## config.mk

```make
export PLATFORM = sky130hd
export DESIGN_NAME = pbo_ctrl
export DESIGN_NICKNAME = d
export VERILOG_FILES = /design/src/rtl/pbo_pkg.sv /design/src/rtl/pbo_fsm.sv /design/src/rtl/pbo_avg.sv /design/src/rtl/pbo_offset.sv /design/src/rtl/pbo_ctrl.sv
export SDC_FILE = /design/constraint.sdc
export NUM_CORES = 1
export LEC_CHECK = 0
export BUFFER_PORTS_ARGS = -buffer_cell sky130_fd_sc_hd__buf_2
export CAP_MARGIN = 20
export CORE_MARGIN = 3
export CORE_UTILIZATION = 30
export DETAILED_ROUTE_END_ITERATION = 6
export GPL_TIMING_DRIVEN = 0
export SLEW_MARGIN = 25
export SYNTH_ARGS = -nofsm -noshare
export SYNTH_HDL_FRONTEND = slang
export SYNTH_SLANG_ARGS = --single-unit
```

## constraint.sdc

```tcl
create_clock -name clk -period 4.6 [get_ports clk]
set_input_delay 0.69 -clock clk [delete_from_list [all_inputs] [get_ports clk]]
set_output_delay 0.69 -clock clk [all_outputs]
set_load 0.1 [all_outputs]
```

## src/rtl/pbo_pkg.sv

```systemverilog
package pbo_pkg;

    typedef enum logic [2:0] {
        PB_LOCKED    = 3'd0,
        PB_TEMP_HOLD = 3'd1,
        PB_MEASURE   = 3'd2,
        PB_APPLY     = 3'd3,
        PB_HOLDOVER  = 3'd4
    } pbo_state_e;

endpackage

```

## src/rtl/pbo_fsm.sv

```systemverilog
module pbo_fsm
    import pbo_pkg::*;
(
    input  logic       clk,
    input  logic       rst_n,
    input  logic       pbo_en,
    input  logic       ref_fail,
    input  logic       cand_valid,
    input  logic       switch_done,
    input  logic       meas_done,
    output pbo_state_e state_q,
    output logic       meas_start
);

    pbo_state_e state_d;

    always_comb begin
        state_d = state_q;
        unique case (state_q)
            PB_LOCKED: begin
                if (ref_fail) begin
                    if (!cand_valid)
                        state_d = PB_HOLDOVER;      // T_FAIL_NOREF
                    else if (pbo_en)
                        state_d = PB_TEMP_HOLD;     // T_FAIL_SWITCH
                end
            end
            PB_HOLDOVER: begin
                if (cand_valid)
                    state_d = pbo_en ? PB_TEMP_HOLD // T_RECOVER
                                     : PB_LOCKED;   // T_RECOVER_DIRECT
            end
            PB_TEMP_HOLD: begin
                if (ref_fail && !cand_valid)
                    state_d = PB_HOLDOVER;
                else if (!ref_fail && switch_done)
                    state_d = PB_MEASURE;           // T_ALIGNED
            end
            PB_MEASURE: begin
                if (ref_fail)
                    state_d = cand_valid ? PB_TEMP_HOLD : PB_HOLDOVER; // T_RESTART
                else if (meas_done)
                    state_d = PB_APPLY;             // T_AVERAGED
            end
            PB_APPLY: begin
                state_d = PB_LOCKED;                // T_COMMIT
            end
            default: state_d = PB_LOCKED;
        endcase
    end

    always_ff @(posedge clk or negedge rst_n) begin
        if (!rst_n)
            state_q <= PB_LOCKED;
        else
            state_q <= state_d;
    end

    assign meas_start = (state_q != PB_MEASURE) && (state_d == PB_MEASURE);

endmodule

```

## src/rtl/pbo_avg.sv

```systemverilog
module pbo_avg #(
    parameter int PH_W      = 12,
    parameter int AVG_SHIFT = 2,
    localparam int SUM_W    = PH_W + AVG_SHIFT
) (
    input  logic                    clk,
    input  logic                    rst_n,
    input  logic                    start,
    input  logic                    run,
    input  logic                    stb,
    input  logic signed [PH_W-1:0]  din,
    output logic                    done,
    output logic signed [SUM_W-1:0] avg
);

    localparam int CNT_W = (AVG_SHIFT > 0) ? AVG_SHIFT : 1;
    localparam int AVG_N = 1 << AVG_SHIFT;

    logic signed [SUM_W-1:0] sum_q;
    logic signed [SUM_W-1:0] din_x;
    logic        [CNT_W-1:0] cnt_q;

    generate
        if (AVG_SHIFT > 0) begin : g_ext
            assign din_x = {{AVG_SHIFT{din[PH_W-1]}}, din};
        end else begin : g_noext
            assign din_x = din;
        end
    endgenerate

    always_ff @(posedge clk or negedge rst_n) begin
        if (!rst_n) begin
            sum_q <= '0;
            cnt_q <= '0;
        end else if (start) begin
            sum_q <= '0;
            cnt_q <= '0;
        end else if (run && stb) begin
            sum_q <= sum_q + din_x;
            cnt_q <= cnt_q + 1'b1;
        end
    end

    assign done = run && stb && (cnt_q == CNT_W'(AVG_N - 1));
    assign avg  = sum_q >>> AVG_SHIFT;

endmodule

```

## src/rtl/pbo_offset.sv

```systemverilog
module pbo_offset #(
    parameter int OFS_W = 14,
    parameter int ADD_W = 14
) (
    input  logic                    clk,
    input  logic                    rst_n,
    input  logic                    clr,
    input  logic                    add_en,
    input  logic signed [ADD_W-1:0] addend,
    output logic signed [OFS_W-1:0] offset_q
);

    localparam int EXT = OFS_W + 1 - ADD_W;

    logic signed [OFS_W:0]   add_x;
    logic signed [OFS_W:0]   sum_x;
    logic signed [OFS_W-1:0] sat_v;

    assign add_x = {{EXT{addend[ADD_W-1]}}, addend};
    assign sum_x = {offset_q[OFS_W-1], offset_q} + add_x;

    always_comb begin
        if (sum_x[OFS_W] != sum_x[OFS_W-1])
            sat_v = sum_x[OFS_W] ? {1'b1, {(OFS_W-1){1'b0}}}
                                 : {1'b0, {(OFS_W-1){1'b1}}};
        else
            sat_v = sum_x[OFS_W-1:0];
    end

    always_ff @(posedge clk or negedge rst_n) begin
        if (!rst_n)
            offset_q <= '0;
        else if (clr)
            offset_q <= '0;
        else if (add_en)
            offset_q <= sat_v;
    end

endmodule

```

## src/rtl/pbo_ctrl.sv

```systemverilog
module pbo_ctrl
    import pbo_pkg::*;
#(
    parameter int PH_W      = 12,
    parameter int OFS_W     = 14,
    parameter int AVG_SHIFT = 2
) (
    input  logic                    clk,
    input  logic                    rst_n,
    input  logic                    pbo_en,
    input  logic                    ref_fail,
    input  logic                    cand_valid,
    input  logic                    switch_done,
    input  logic                    ph_stb,
    input  logic signed [PH_W-1:0]  ph_diff,
    input  logic                    offset_clr,
    output logic signed [PH_W-1:0]  ph_err_out,
    output logic                    holdover_o,
    output logic                    align_o,
    output logic signed [OFS_W-1:0] offset_o
);

    localparam int SUM_W = PH_W + AVG_SHIFT;
    localparam int PEXT  = OFS_W + 1 - PH_W;

    pbo_state_e              state_q;
    logic                    meas_start;
    logic                    meas_done;
    logic signed [SUM_W-1:0] avg_v;
    logic signed [OFS_W:0]   diff_x;
    logic signed [PH_W-1:0]  corr_v;
    logic                    fits;
    logic                    align_q;

    pbo_fsm u_fsm (
        .clk        (clk),
        .rst_n      (rst_n),
        .pbo_en     (pbo_en),
        .ref_fail   (ref_fail),
        .cand_valid (cand_valid),
        .switch_done(switch_done),
        .meas_done  (meas_done),
        .state_q    (state_q),
        .meas_start (meas_start)
    );

    pbo_avg #(.PH_W(PH_W), .AVG_SHIFT(AVG_SHIFT)) u_avg (
        .clk  (clk),
        .rst_n(rst_n),
        .start(meas_start),
        .run  (state_q == PB_MEASURE),
        .stb  (ph_stb),
        .din  (ph_diff),
        .done (meas_done),
        .avg  (avg_v)
    );

    pbo_offset #(.OFS_W(OFS_W), .ADD_W(SUM_W)) u_ofs (
        .clk     (clk),
        .rst_n   (rst_n),
        .clr     (offset_clr),
        .add_en  (state_q == PB_APPLY),
        .addend  (avg_v),
        .offset_q(offset_o)
    );

    // corrected error: raw phase minus offset, clipped to the phase range
    assign diff_x = {{PEXT{ph_diff[PH_W-1]}}, ph_diff} - {offset_o[OFS_W-1], offset_o};
    assign fits   = (diff_x[OFS_W:PH_W-1] == '0) || (diff_x[OFS_W:PH_W-1] == '1);

    always_comb begin
        if (fits)
            corr_v = diff_x[PH_W-1:0];
        else
            corr_v = diff_x[OFS_W] ? {1'b1, {(PH_W-1){1'b0}}}
                                   : {1'b0, {(PH_W-1){1'b1}}};
    end

    always_comb begin
        unique case (state_q)
            PB_LOCKED: begin
                holdover_o = 1'b0;
                ph_err_out = pbo_en ? corr_v : ph_diff;
            end
            PB_TEMP_HOLD, PB_MEASURE, PB_APPLY, PB_HOLDOVER: begin
                holdover_o = 1'b1;
                ph_err_out = '0;
            end
            default: begin
                holdover_o = 1'b1;
                ph_err_out = '0;
            end
        endcase
    end

    always_ff @(posedge clk or negedge rst_n) begin
        if (!rst_n)
            align_q <= 1'b0;
        else
            align_q <= meas_start;
    end

    assign align_o = align_q;

endmodule

```

==> flow_summary.ini, run 1 <==
[power]
internal-power_uw = 894
pwr-share-comb_pct = 55.5
switchingPower_uw = 777
swShare_pct = 46.5
seqPwrFrac_pct = 25.1
peakVddDrop_mv = 0.146
power_mw = 1.67
p_leak_nw = 1.94
power.density_nw_per_um2 = 380
pwr-share-clk_pct = 19.5

[worst_hold_path]
hold_path_class = input pin to async pin

[grt]
antenna_found_initial = 0
grt_usage_pct = 15.4
grt_pass1_vias = 3473
grt_pass1_wl_um = 17000
grt_max_degree = 35
grt_overflow = 0

[synthesis]
synth.area.top_cells = dfrtp_1 (23%), ha_1 (14%), nand2_1 (5.1%)
synth.top_cell.area_share_pct = 23.1
synth-edff-count = 0
syn-instance-count = 454
synthDominantAreaCellType = dfrtp_1
synth_ff_type = dfrtp_1
synth-async-reset-ratio_pct = 100
syn_area_um2 = 3680
synth.net_count = 519
ys_ff_latch = 34
synth_cell_type_count = 66
avgSynthCellArea_um2 = 8.10
ys_warn_count = 0
ys_seq_area_share_pct = 23.1

[layout]
n_antenna_cell = 0
layout.nets = 573
syn_to_final_growth_pct = 19.7
final_cell_mix = nand2_1 (50), ha_1 (42), buf_2 (38), o21ai_0 (36), dfrtp_1 (34)
drive_above_1_share_pct = 17.4
design_area_um2 = 4400
layout_commonest_cell = nand2_1

[floorplanning]
die_x_um = 117
coreArea_um2 = 11700
ioPinCount = 48
rows = 39
design.die.area_um2 = 13600
start_util_pct = 31.4
die_y_um = 117

[timing]
slew_headroom_pct = 46.8
skew_ps = 3.04
rsz0062_at_grt = no
slew_viol_final = 0
hold_ws_ps = 481
hold_viol = 0
final-setup-viol-count = 0
fin_crit_sh_pct = 92.9
tightest_slew_ps = 795
worst_slack_ps = 327
max_freq_mhz = 234
tns_ps = 0
min_period_ps = 4270

[placement]
place_area_um2 = 4230
dpl.hpwl_um = 8330
dp_slack_ps = 55.2
numPortBuffers = 47
gp_congestion = 0.876

[clocking]
clk_pin_slew_ps = 50
clockBufferDepth = 2
h-tree-depth = 2
cts_hold_buf = 0
cts_tree = done
insertion_delay_ps = 280
post_cts_buffers = 0
numCtsBuffers = 5
clock-sinks = 34
clock_tree.root_cell = clkbuf_16

[job]
drv_cap = 0

[critical_path]
worst-path-max-fanout = 10
setup.worst_path.end_class = output port
rr_endpoint = u_avg.sum_q[12]
cp_slowest_cell = fa_1
ff2ff_path_depth = 9
cpPeakStageDelay_ps = 410
critPathArrivalTime_ps = 3580
reg2reg_slack_ps = 1580
cpMostUsedCell = inv_1
timing.rr.start = u_avg.sum_q[0]
worst-setup-path-type = input pin to output port
worstPathCellList = buf_2 -> inv_1 -> ha_1 -> inv_1 -> fa_1 -> a21oi_1 -> o2111ai_1 -> nor4b_2 -> o21ai_0 -> a31oi_1 -> a311oi_1 -> buf_4 -> a211oi_2 -> clkbuf_4
startpoint_type = input pin
required_ps = 3910

[routing]
first_iter_violations = 92
drc = 0
firstDrtPassIters = 4
detail-route-antenna-nets = 0
routedWlPerCell_um = 15.5
viasPerCell = 5.41
routed_wl_um = 10100
route.vias.total = 3516

[status]
run_status = finished clean
state kept, by name (all words and copies together) (netlist names):
register        count
u_fsm.state_q       3
u_avg.cnt_q         2
align_o             1
u_ofs.offset_q     14
u_avg.sum_q        14
timing repair:
| action | 4_1_cts | 5_1_grt |
|---|---|---|
| gates resized for setup | 0 | 14 |
| endpoints found under the hold margin | 0 | 0 |
| endpoints found under the setup margin | 0 | 10 |
cell type report:
cell class	instances	area, um^2
buffer	13	73.8
clock buffer	6	139
fill	1216	7310
inverter	30	113
multi-input combinational	377	2790
sequential	34	851
tap	143	179
timing repair buffer	47	260
worst max-delay path by stage:
stage                            from       endpoint  slack (ps)  cells past startpoint
CTS                        ph_diff[0]  ph_err_out[3]          50                     14
global placement           ph_diff[0]  ph_err_out[3]          80                     14
detailed placement         ph_diff[0]  ph_err_out[3]          60                     14
floorplan           u_ofs.offset_q[0]  ph_err_out[0]        -240                     11
finish                     ph_diff[0]  ph_err_out[0]         330                     14
global route               ph_diff[0]  ph_err_out[0]          40                     14
logic make-up (layout without fill, tap and decap cells):
group | after synthesis | in the layout | share of synthesized area, %
muxes | 6 | 6 | 1.87
xor gates and xnor gates | 27 | 27 | 6.43
adders and majority gates | 45 | 45 | 15.9
DFF | 34 | 34 | 23.1
AOI/OAI and AO/OA | 152 | 152 | 28.4
buffers and inverters | 43 | 96 | 4.93
and+or+nand+nor | 147 | 147 | 19.3
cell usage after synthesis, types with 2 or more instances:
master,n
and2_1,5
o211a_1,2
a311oi_1,2
o22ai_1,5
dfrtp_1,34
a21o_1,7
ha_1,42
nor2b_1,6
inv_1,29
nor3_1,18
a21oi_1,29
nand3_1,11
o31a_1,2
a31oi_1,3
nor4b_1,2
o21bai_1,2
nor3b_1,3
o31ai_1,6
o311ai_1,10
mux2i_1,4
o21a_1,4
o311ai_2,4
xnor2_1,9
nand2b_1,6
nor2_1,32
or3_1,3
buf_2,3
clkbuf_1,7
and3_1,2
o211ai_1,4
o21ai_0,36
nand2_1,50
a211oi_1,17
xor2_1,18
o21ai_1,3
or2_1,2
fa_1,3
power groups by stage:
stage / combinational (mW) / clock (mW) / sequential (mW)
6_report: 0.927 / 0.325 / 0.419
2_1_floorplan: 0.744 / 0 / 0.413
5_1_grt: 1.02 / 0.344 / 0.428
4_1_cts: 0.914 / 0.335 / 0.418
3_5_place_dp: 0.908 / 0 / 0.423
3_3_place_gp: 0.888 / 0 / 0.422
stage by stage:
step,util [%],std cells
floorplan,-,454
global placement,36.0,644
detailed placement,36.1,644
CTS,37.3,650
global route,37.6,650
finish,37.6,650
critical path, delay by kind of cell:
kind	cells	cell delay (ps)
compound gates	6	1240
simple gates	1	200
buf+inv	5	880
fa+ha+maj	2	560
per-layer routing:
metal  vias to the layer above  part of all wire [%]  track usage [%]
met2                        63                    47             26.1
met4                         0                   2.3             4.97
met5                         -                     0                0
met1                      1658                    47             20.6
met3                        18                   3.2             1.50
li1                       1777                     -                -
Note: power is estimated with default switching activity, not from simulation.
==> run 2, diff against run 1 <==
--- a/config.mk
+++ b/config.mk
@@ -10,7 +10,6 @@
 export CORE_MARGIN = 3
 export CORE_UTILIZATION = 30
 export DETAILED_ROUTE_END_ITERATION = 6
-export GPL_TIMING_DRIVEN = 0
 export SLEW_MARGIN = 25
 export SYNTH_ARGS = -nofsm -noshare
 export SYNTH_HDL_FRONTEND = slang
==> flow_summary.ini, run 2 (same netlist as run 1, synthesis figures left out) <==
[routing]
route.vias.total = 3509
drc = 0
routedWlPerCell_um = 15.8
detail-route-antenna-nets = 0
firstDrtPassIters = 4
routed_wl_um = 10200
first_iter_violations = 197
viasPerCell = 5.45

[clocking]
post_cts_resized = 0
h-tree-depth = 2
cts_tree = done
insertion_delay_ps = 280
cts_hold_buf = 0
clk_pin_slew_ps = 50
post_cts_buffers = 0
clockBufferDepth = 2
clock-sinks = 34
clock_tree.root_cell = clkbuf_16
numCtsBuffers = 5

[grt]
grt_pass1_vias = 3478
antenna_found_initial = 0
grt_usage_pct = 15.4
grt_overflow = 0
grt_pass1_wl_um = 17000
grt_max_degree = 35

[timing]
min_period_ps = 4300
hold_viol = 0
tightest_slew_ps = 946
tns_ps = 0
max_freq_mhz = 233
fin_crit_sh_pct = 93.5
final-setup-viol-count = 0
skew_ps = 5.23
rsz0062_at_grt = no
slew_headroom_pct = 36.7
slew_viol_final = 0

[worst_hold_path]
hold_path_class = input pin to async pin

[placement]
dp_cells = 636
gp_congestion = 0.899
dpl.hpwl_um = 8180
numPortBuffers = 47
place_area_um2 = 4370

[power]
power.density_nw_per_um2 = 389
pwr-share-clk_pct = 19.6
internal-power_uw = 950
seqPwrFrac_pct = 24.0
swShare_pct = 45.9
switchingPower_uw = 806
peakVddDrop_mv = 0.146
pwr-share-comb_pct = 56.4
p_leak_nw = 1.98

[critical_path]
critPathArrivalTime_ps = 3610
ff2ff_path_depth = 9
cp_slowest_cell = a31oi_1
timing.rr.start = u_ofs.offset_q[0]
rr_endpoint = u_ofs.offset_q[0]
required_ps = 3910
setup.worst_path.end_class = output port
cpPeakStageDelay_ps = 530
worstPathCellList = buf_2 -> inv_1 -> ha_1 -> inv_1 -> fa_1 -> a21oi_1 -> o2111ai_1 -> nor4b_1 -> o21ai_0 -> a31oi_1 -> o31ai_4 -> buf_4 -> a211oi_2 -> buf_12
reg2reg_slack_ps = 1350
worst-path-max-fanout = 10
cpMostUsedCell = inv_1
worst-setup-path-type = input pin to output port
startpoint_type = input pin

[status]
run_status = finished clean

[floorplanning]
die_x_um = 117
start_util_pct = 31.4
die_y_um = 117
design.die.area_um2 = 13600
ioPinCount = 48
rows = 39
coreArea_um2 = 11700

[layout]
layout_commonest_cell = nand2_1
syn_to_final_growth_pct = 22.8
n_fill_cell = 1178
n_antenna_cell = 0
design_area_um2 = 4520
layout.nets = 565
final_cell_mix = nand2_1 (50), ha_1 (42), buf_2 (37), o21ai_0 (36), dfrtp_1 (34)
final_cells = 644
drive_above_1_share_pct = 17.8
top_regs = u_avg.sum_q x14, u_ofs.offset_q x14, u_fsm.state_q x3

[job]
drv_cap = 0
[run 2: cell types whose count changed in the layout (fill, tap and decap cells not counted), sizes merged]
cell         change
buf             +11
clkbuf          -17
clkinv           +1
dlygate4sd1      -1
[run 2: cell type report]
type,count,area (um^2),area share [%]
Clock buffer,7,143,3.16
Clock inverter,1,5.00,0.111
Inverter,30,113,2.49
Multi-Input combinational cell,377,2800,62.1
Sequential cell,34,851,18.8
Tap cell,143,179,3.96
Timing Repair Buffer,52,423,9.36
[run 2: critical path: cells and delay by family]
family	cells	cell delay, ps
adder cells (fa/ha/maj)	2	400
AND/OR/NAND/NOR	1	340
buffers and inverters	5	700
AO/OA/AOI/OAI	6	1470
[run 2: through the flow]
| step | setup WS, ps | hold WS [ps] | total power [mW] | utilization (%) |
|---|---|---|---|---|
| floorplan | -238 | 394 | 1.16 | - |
| global placement | 337 | 496 | 1.38 | 37.3 |
| detailed placement | 304 | 496 | 1.41 | 37.3 |
| CTS | 269 | 509 | 1.76 | 38.6 |
| global route | 102 | 552 | 1.88 | 38.6 |
| finish | 301 | 489 | 1.76 | 38.6 |
[run 2: power by group through the flow]
stage,combinational (mW),clock [mW],sequential (mW)
6_report,0.990,0.344,0.422
5_1_grt,1.09,0.362,0.433
4_1_cts,0.989,0.351,0.421
3_5_place_dp,0.981,0,0.427
3_3_place_gp,0.957,0,0.425
2_1_floorplan,0.744,0,0.413
[run 2: metal layers]
metal / track usage [%] / routed length (um) / vias up
li1: - / - / 1766
met1: 20.8 / 4760 / 1663
met2: 25.9 / 4880 / 70
met3: 1.55 / 348 / 10
met4: 4.66 / 165 / 0
met5: 0 / 0 / -
[run 2: worst max path at each step]
stage / endpoint / startpoint / slack [ps] / depth (start not counted)
2_1_floorplan: ph_err_out[0] / u_ofs.offset_q[0] / -240 / 11
3_3_place_gp: ph_err_out[0] / ph_diff[0] / 340 / 14
3_5_place_dp: ph_err_out[0] / ph_diff[0] / 300 / 14
4_1_cts: ph_err_out[0] / ph_diff[0] / 270 / 14
5_1_grt: ph_err_out[0] / ph_diff[0] / 100 / 14
6_report: ph_err_out[0] / ph_diff[0] / 300 / 14
